$ cat src/rtl/iqx_pkg.sv
package iqx_pkg;

    // Field widths fixed by the receive frame format
    localparam int unsigned POS_IDX_W = 8;
    localparam int unsigned POS_SEQ_W = 7;

    // Defaults for the lowest line rate
    localparam int unsigned DEF_DATA_W       = 32;
    localparam int unsigned DEF_WORDS_PER_BF = 4;

    typedef struct packed {
        logic [POS_IDX_W-1:0] idx;
        logic [POS_SEQ_W-1:0] seq;
    } bf_pos_t;

    // Position of the word that follows p inside the stream
    function automatic bf_pos_t pos_advance(bf_pos_t p, int unsigned last_seq);
        bf_pos_t n;
        if (p.seq == POS_SEQ_W'(last_seq)) begin
            n.seq = '0;
            n.idx = p.idx + 1'b1;
        end else begin
            n.seq = p.seq + 1'b1;
            n.idx = p.idx;
        end
        return n;
    endfunction

endpackage

$ cat src/rtl/iqx_seq_track.sv
module iqx_seq_track
    import iqx_pkg::*;
#(
    parameter int unsigned WORDS_PER_BF = DEF_WORDS_PER_BF
) (
    input  logic    clk,
    input  logic    rst,
    input  logic    word_vld,
    input  logic    hf_start,
    output bf_pos_t cur_pos
);
    localparam int unsigned LAST_SEQ = WORDS_PER_BF - 1;

    bf_pos_t pos_q;
    bf_pos_t pos_d;

    always_comb begin
        cur_pos = hf_start ? '0 : pos_q;
        pos_d   = pos_q;
        if (word_vld) begin
            pos_d = pos_advance(cur_pos, LAST_SEQ);
        end else if (hf_start) begin
            pos_d = '0;
        end
    end

    always_ff @(posedge clk) begin
        if (rst) begin
            pos_q <= '0;
        end else begin
            pos_q <= pos_d;
        end
    end

    assert_seq_range_R2: assert property (@(posedge clk) disable iff (rst)
        pos_q.seq < POS_SEQ_W'(WORDS_PER_BF));

    assert_idle_hold_R2: assert property (@(posedge clk) disable iff (rst)
        (!word_vld && !hf_start) |=> $stable(pos_q));

    assert_frame_wrap_R5: assert property (@(posedge clk) disable iff (rst)
        (word_vld && !hf_start && pos_q.seq == POS_SEQ_W'(LAST_SEQ))
        |=> (pos_q.seq == '0 && pos_q.idx == POS_IDX_W'($past(pos_q.idx) + 1'b1)));

    assert_hf_realign_R6: assert property (@(posedge clk) disable iff (rst)
        (hf_start && !word_vld) |=> (pos_q == '0));

endmodule

$ cat src/rtl/iqx_lane_mask.sv
module iqx_lane_mask #(
    parameter int unsigned LANES     = 4,
    parameter int unsigned CTRL_LANE = LANES - 1
) (
    input  logic             lock,
    input  logic             word_vld,
    input  logic             first_word,
    output logic [LANES-1:0] mask
);
    logic pass;
    assign pass = lock && word_vld;

    for (genvar l = 0; l < LANES; l++) begin : g_lane
        if (l == CTRL_LANE) begin : g_ctrl
            assign mask[l] = pass && !first_word;
        end else begin : g_iq
            assign mask[l] = pass;
        end
    end

endmodule

$ cat src/rtl/iqx_out_reg.sv
module iqx_out_reg
    import iqx_pkg::*;
#(
    parameter int unsigned DATA_W = DEF_DATA_W,
    parameter int unsigned LANES  = DATA_W / 8
) (
    input  logic              clk,
    input  logic              rst,
    input  logic              load,
    input  logic [DATA_W-1:0] data_in,
    input  logic [LANES-1:0]  mask_in,
    input  bf_pos_t           pos_in,
    output logic [DATA_W-1:0] data_out,
    output logic [LANES-1:0]  mask_out,
    output bf_pos_t           pos_out
);
    always_ff @(posedge clk) begin
        if (rst) begin
            data_out <= '0;
            mask_out <= '0;
            pos_out  <= '0;
        end else begin
            mask_out <= mask_in;
            if (load) begin
                data_out <= data_in;
                pos_out  <= pos_in;
            end
        end
    end

endmodule

$ cat src/rtl/cpri_iq_rx_lanes.sv
module cpri_iq_rx_lanes
    import iqx_pkg::*;
#(
    parameter int unsigned DATA_W       = DEF_DATA_W,
    parameter int unsigned WORDS_PER_BF = DEF_WORDS_PER_BF
) (
    input  logic                 clk,
    input  logic                 rst,
    input  logic                 lock_i,
    input  logic                 hf_start_i,
    input  logic                 word_vld_i,
    input  logic [DATA_W-1:0]    word_i,
    output logic [DATA_W-1:0]    iq_data_o,
    output logic [DATA_W/8-1:0]  iq_vld_o,
    output logic [POS_IDX_W-1:0] bf_idx_o,
    output logic [POS_SEQ_W-1:0] bf_seq_o
);
    localparam int unsigned LANES     = DATA_W / 8;
    localparam int unsigned CTRL_LANE = LANES - 1;

    bf_pos_t          cur_pos;
    bf_pos_t          out_pos;
    logic [LANES-1:0] lane_mask;

    iqx_seq_track #(
        .WORDS_PER_BF (WORDS_PER_BF)
    ) seq_i (
        .clk      (clk),
        .rst      (rst),
        .word_vld (word_vld_i),
        .hf_start (hf_start_i),
        .cur_pos  (cur_pos)
    );

    iqx_lane_mask #(
        .LANES     (LANES),
        .CTRL_LANE (CTRL_LANE)
    ) mask_i (
        .lock       (lock_i),
        .word_vld   (word_vld_i),
        .first_word (cur_pos.seq == '0),
        .mask       (lane_mask)
    );

    iqx_out_reg #(
        .DATA_W (DATA_W),
        .LANES  (LANES)
    ) oreg_i (
        .clk      (clk),
        .rst      (rst),
        .load     (word_vld_i),
        .data_in  (word_i),
        .mask_in  (lane_mask),
        .pos_in   (cur_pos),
        .data_out (iq_data_o),
        .mask_out (iq_vld_o),
        .pos_out  (out_pos)
    );

    assign bf_idx_o = out_pos.idx;
    assign bf_seq_o = out_pos.seq;

    assert_reset_clear_R1: assert property (@(posedge clk)
        rst |=> (iq_vld_o == '0 && iq_data_o == '0 && bf_idx_o == '0 && bf_seq_o == '0));

    assert_ctrl_lane_drop_R3: assert property (@(posedge clk) disable iff (rst)
        (iq_vld_o != '0 && bf_seq_o == '0)
        |-> (!iq_vld_o[CTRL_LANE] && $countones(iq_vld_o) == LANES - 1));

    assert_full_lanes_R4: assert property (@(posedge clk) disable iff (rst)
        (iq_vld_o != '0 && bf_seq_o != '0) |-> (&iq_vld_o));

    assert_data_latency_R7: assert property (@(posedge clk) disable iff (rst)
        word_vld_i |=> (iq_data_o == $past(word_i)));

    assert_unlocked_mask_R8: assert property (@(posedge clk) disable iff (rst)
        !lock_i |=> (iq_vld_o == '0));

    assert_idle_mask_R9: assert property (@(posedge clk) disable iff (rst)
        !word_vld_i |=> (iq_vld_o == '0 && $stable(iq_data_o)));

endmodule

$ cat config.mk
export PLATFORM = sky130hd
export DESIGN_NAME = cpri_iq_rx_lanes
export DESIGN_NICKNAME = d
export VERILOG_FILES = /design/src/rtl/iqx_pkg.sv /design/src/rtl/iqx_seq_track.sv /design/src/rtl/iqx_lane_mask.sv /design/src/rtl/iqx_out_reg.sv /design/src/rtl/cpri_iq_rx_lanes.sv
export SDC_FILE = /design/constraint.sdc
export NUM_CORES = 1
export LEC_CHECK = 0
export ABC_AREA = 0
export BUFFER_PORTS_ARGS = -buffer_cell sky130_fd_sc_hd__buf_4
export CORE_UTILIZATION = 35
export CTS_CLUSTER_SIZE = 20
export DETAILED_ROUTE_END_ITERATION = 8
export GPL_TIMING_DRIVEN = 0
export PLACE_DENSITY = 0.65
export SYNTH_ARGS = -nofsm -noshare
export SYNTH_HDL_FRONTEND = slang
export SYNTH_HIERARCHICAL = 1
export SYNTH_SLANG_ARGS = --single-unit
export TNS_END_PERCENT = 1
$ cat constraint.sdc
create_clock -name clk -period 3.9 [get_ports clk]
set_clock_uncertainty 0.15 [all_clocks]
set_input_delay 0.975 -clock clk [delete_from_list [all_inputs] [get_ports clk]]
set_output_delay 0.975 -clock clk [all_outputs]
set_load 0.005 [all_outputs]
==> results.md <==
- The root buffer cell chosen for the clock tree is clkbuf_8.
- The number of flops mapped to enable cells by yosys is 0.
- No sink is reached through more buffers than the 2 on the longest clock path.
- The count of fill cells added during filler insertion is approximately 740.
- The later pin in the worst-skew pair is clocked with a latency of around 0.34 ns.
- Yosys printed 6 warnings.
- For this run, the detailed router's first-pass iteration total came to 4.
- The type of the tightest min-delay check is reg2reg.
- The critical path is of the in2reg type.
- The TritonCTS clock tree is yes.
- The antenna diode count is 0.
- Setup repair after global routing left no endpoint under its margin.
- The worst reg2reg path startpoint is seq_i/pos_q[0]$_SDFF_PP0_.
- The flow ran to the end, and the final reports show no timing, DRC or antenna violations.
- The region available for standard cell placement spans about 7800 µm².
- The endpoint type of the worst setup path is a flip-flop.
- The HPWL after detailed placement is around 4600 µm.
- Measured in cells, the most critical reg-to-reg path has a length of 5.
- The aggregate global-route resource usage is 15.4%.
- After routing the design area is approximately 3800 µm².
- The data required time at the worst endpoint is between 3 and 4 ns.
- The via count of the first global-routing pass is approximately 2200.
- For this run, the post-layout net count is 416.
- In the final routed layout, each cell accounts on average for 13.2 µm.
- The synthesized area is between 2000 and 3000 µm².
- Routability-driven placement finished with a final weighted congestion of between 0.8 and 0.9.
- The timing startpoint of the critical path is hf_start_i.
- The die boundary height is between 90 and 100 µm.
- By area the synthesized netlist is led by dfxtp_1 (47%), mux2i_1 (17%), nor2_1 (7.6%), nor2b_1 (3.5%), buf_12 (2.1%).
- The maximum level of the CTS H-tree is 3.
- The actual slew at the worst max-slew pin is about 0.56 ns.
- IR analysis of the VDD net gives a maximum drop of 0.000179 V.
- The row count is 32.
- The number of nets handed over by synthesis was between 300 and 400.
- In this run the static leakage power is 1.78 nW.
- The detailed router placed around 2300 vias in this run.
- The share of synthesized flip-flops with an asynchronous set or reset is 0%.
- Pin placement for this block handled 88 I/O pins.
- After synthesis the netlist holds a flip-flop and latch count of 66.
- Sequential cells were found to cover 46.8% of the synthesized design area.
- The largest driver fanout on the critical path is 10.
- Yosys mapped the design onto 45 distinct sky130hd cell types.
- The worst slew margin relative to its limit is roughly 63%.
- The max-capacitance violation count is 0.
- In the post-route analysis, the smallest setup slack over all paths is roughly 0.31 ns.
- The top-area cell type share of the netlist area is 46.8%.
- The via-per-instance ratio is between 4 and 5.
- Entering global routing, the biggest net connects 12 pins.
- The wire length after detailed routing is roughly 6400 µm.
- The top cell types in the final layout, fill and taps aside, are buf_4 (91), dfxtp_1 (66), nor2_1 (57).
- Summed over all failing endpoints, the final setup total negative slack is 0 ns.
- The largest total area in the synthesized netlist belongs to dfxtp_1.
- Once placement completed, the tool counted placed cells totaling 468.
- The number of instances in the synthesized netlist is ~280.
- In this run the register-to-register setup slack is 1.32 ns.
- The count of endpoints failing hold in the final timing report is 0.
- For this run, design rule violations remaining after detail routing come to 0.
- The number of buffers added to fix hold violations after cts is 0.
- The global route total overflow is 0.
- The number of cells in the finished layout apart from fillers is just under 500.
- Counting I/O delays and the setup requirement, the final critical path takes about 3.6 ns.
- The destination of the worst register-to-register timing path is seq_i/pos_q[13]$_SDFF_PP0_.
- From left edge to right edge, the die measures 91.8 µm.
- The setup-violating endpoint count in the final report is 0.
- Across all hold checks on the routed design, the worst slack comes to between 0.3 and 0.4 ns.
- Cells with a size suffix above 1 make up between 30% and 40% of the layout.
- The most used flip-flop cell after synthesis is dfxtp_1.
- The detail route stage leaves a number of antenna-violating nets equal to 0.
- The category of the worst setup path launch point is a primary input.
- The count of buffers added by post-CTS timing repair for setup is 0.
- The clock transition at the register clock pins on the worst setup and hold paths after CTS is about 0.070 ns.
- The clock drives 66 sinks.
- The first global-routing pass estimated slightly above 10000 µm of wire.
- The critical path arrival is 3.66 ns.
- During placement, the flow inserted port buffers numbering between 80 and 90.
- The final worst-path cycle share is 92.0%.
- The area growth from synthesis to final layout is 35.1%.
- The upper clock frequency limit is ~0.28 GHz.
- In this run, post-CTS repair resized a total of 0 instances.
- The number of buffers inserted during clock tree synthesis is 9.
- For this configuration, the core starts out at a cell density of ~36%.
- The initial antenna violation count is 0.
- Measured on the finished design, the core utilization comes to 49.1%.
- The overall power after layout is around 1.5 mW.
- The number of pins exceeding their max-slew limit in the final report is 0.
- The most common library cell in the layout ignoring fill and taps is buf_4.
- The endpoint of the worst setup timing path is seq_i/pos_q[13]$_SDFF_PP0_.
- The power density relative to cell area is approximately 390 nW/µm².
- In this run, the number of DRC markers left after iteration 0 of detailed routing was 66.
- The floorplan step defined a die boundary enclosing 8430 µm².
- The mean instance size in the synthesized netlist is between 10 and 15 µm².
- The pre-CTS worst setup slack is -0.000933 ns.
- In this run the cell area measured after placement is roughly 3600 µm².
==> kinds of logic (layout without fill, tap and decap cells) <==
| logic type | Yosys count | after routing | share of synthesized area [%] |
|---|---|---|---|
| multiplexers | 53 | 53 | 19.0 |
| adder cells (fa/ha/maj) | 2 | 2 | 0.886 |
| buffers and inverters | 26 | 129 | 6.34 |
| flip-flops | 66 | 66 | 46.8 |
| AND/OR/NAND/NOR | 113 | 113 | 22.2 |
| XOR/XNOR | 2 | 2 | 0.621 |
| AO/OA/AOI/OAI | 17 | 17 | 4.12 |
==> registers in the layout, indices dropped and copies added (netlist names) <==
register and flops:
oreg_i/pos_out 15, seq_i/pos_q 15, oreg_i/mask_out 4, oreg_i/data_out 32
==> worst max-delay path, cell delays in order <==
cell and delay, ns:
buf_4 0.14, clkbuf_1 0.20, clkbuf_1 0.29, nor2b_1 0.40, ha_1 0.37, or4bb_4 0.63
nor4_2 0.30, mux2_1 0.35
==> per-layer routing <==
layer | wire length, µm | share of wire (%) | up-vias | track usage, %
met5 | 0 | 0 | - | 0
met4 | 81 | 1.3 | 0 | 7.03
met3 | 353 | 5.5 | 8 | 3.23
met2 | 3070 | 48 | 78 | 24.8
met1 | 2880 | 45 | 1102 | 19.8
li1 | - | - | 1153 | -
==> cell type report <==
class	instances	area, µm²	area share (%)
Clock inverter	5	78.8	2.07
Sequential cell	66	1320	34.6
Inverter	7	26.3	0.689
Clock buffer	11	131	3.44
Multi-Input combinational cell	187	1320	34.7
Timing Repair Buffer	87	653	17.1
Buffer	19	153	4.00
Tap cell	102	128	3.35
==> cells in the mapped netlist (3+ instances only) <==
library cell  count
nand2_1           4
nand4b_1          4
nor2_1           57
mux2i_1          48
a21oi_1           4
buf_4             4
nor3_1            4
and2_1            6
buf_12            3
dfxtp_1          66
nor2b_1          16
inv_1             7
mux2_1            3
clkbuf_1          8
nor4_2            3
==> where the power goes <==
group / internal (mW) / switching (mW)
Clock: 0.359 / 0.256
Sequential: 0.696 / 0.0105
Combinational: 0.0870 / 0.0638
Total: 1.14 / 0.330
==> worst min path at each step <==
stage                                     startpoint                          endpoint  slack, ns  depth (start not counted)
finish              oreg_i/data_out[14]$_SDFFE_PP0P_  oreg_i/data_out[14]$_SDFFE_PP0P_       0.35                          2
global route        oreg_i/data_out[12]$_SDFFE_PP0P_  oreg_i/data_out[12]$_SDFFE_PP0P_       0.37                          2
CTS                 oreg_i/data_out[27]$_SDFFE_PP0P_  oreg_i/data_out[27]$_SDFFE_PP0P_       0.35                          2
detailed placement  oreg_i/data_out[27]$_SDFFE_PP0P_  oreg_i/data_out[27]$_SDFFE_PP0P_       0.34                          2
global placement    oreg_i/data_out[13]$_SDFFE_PP0P_  oreg_i/data_out[13]$_SDFFE_PP0P_       0.33                          2
floorplan            oreg_i/data_out[0]$_SDFFE_PP0P_   oreg_i/data_out[0]$_SDFFE_PP0P_       0.33                          2
(Power assumes the default switching activity.)
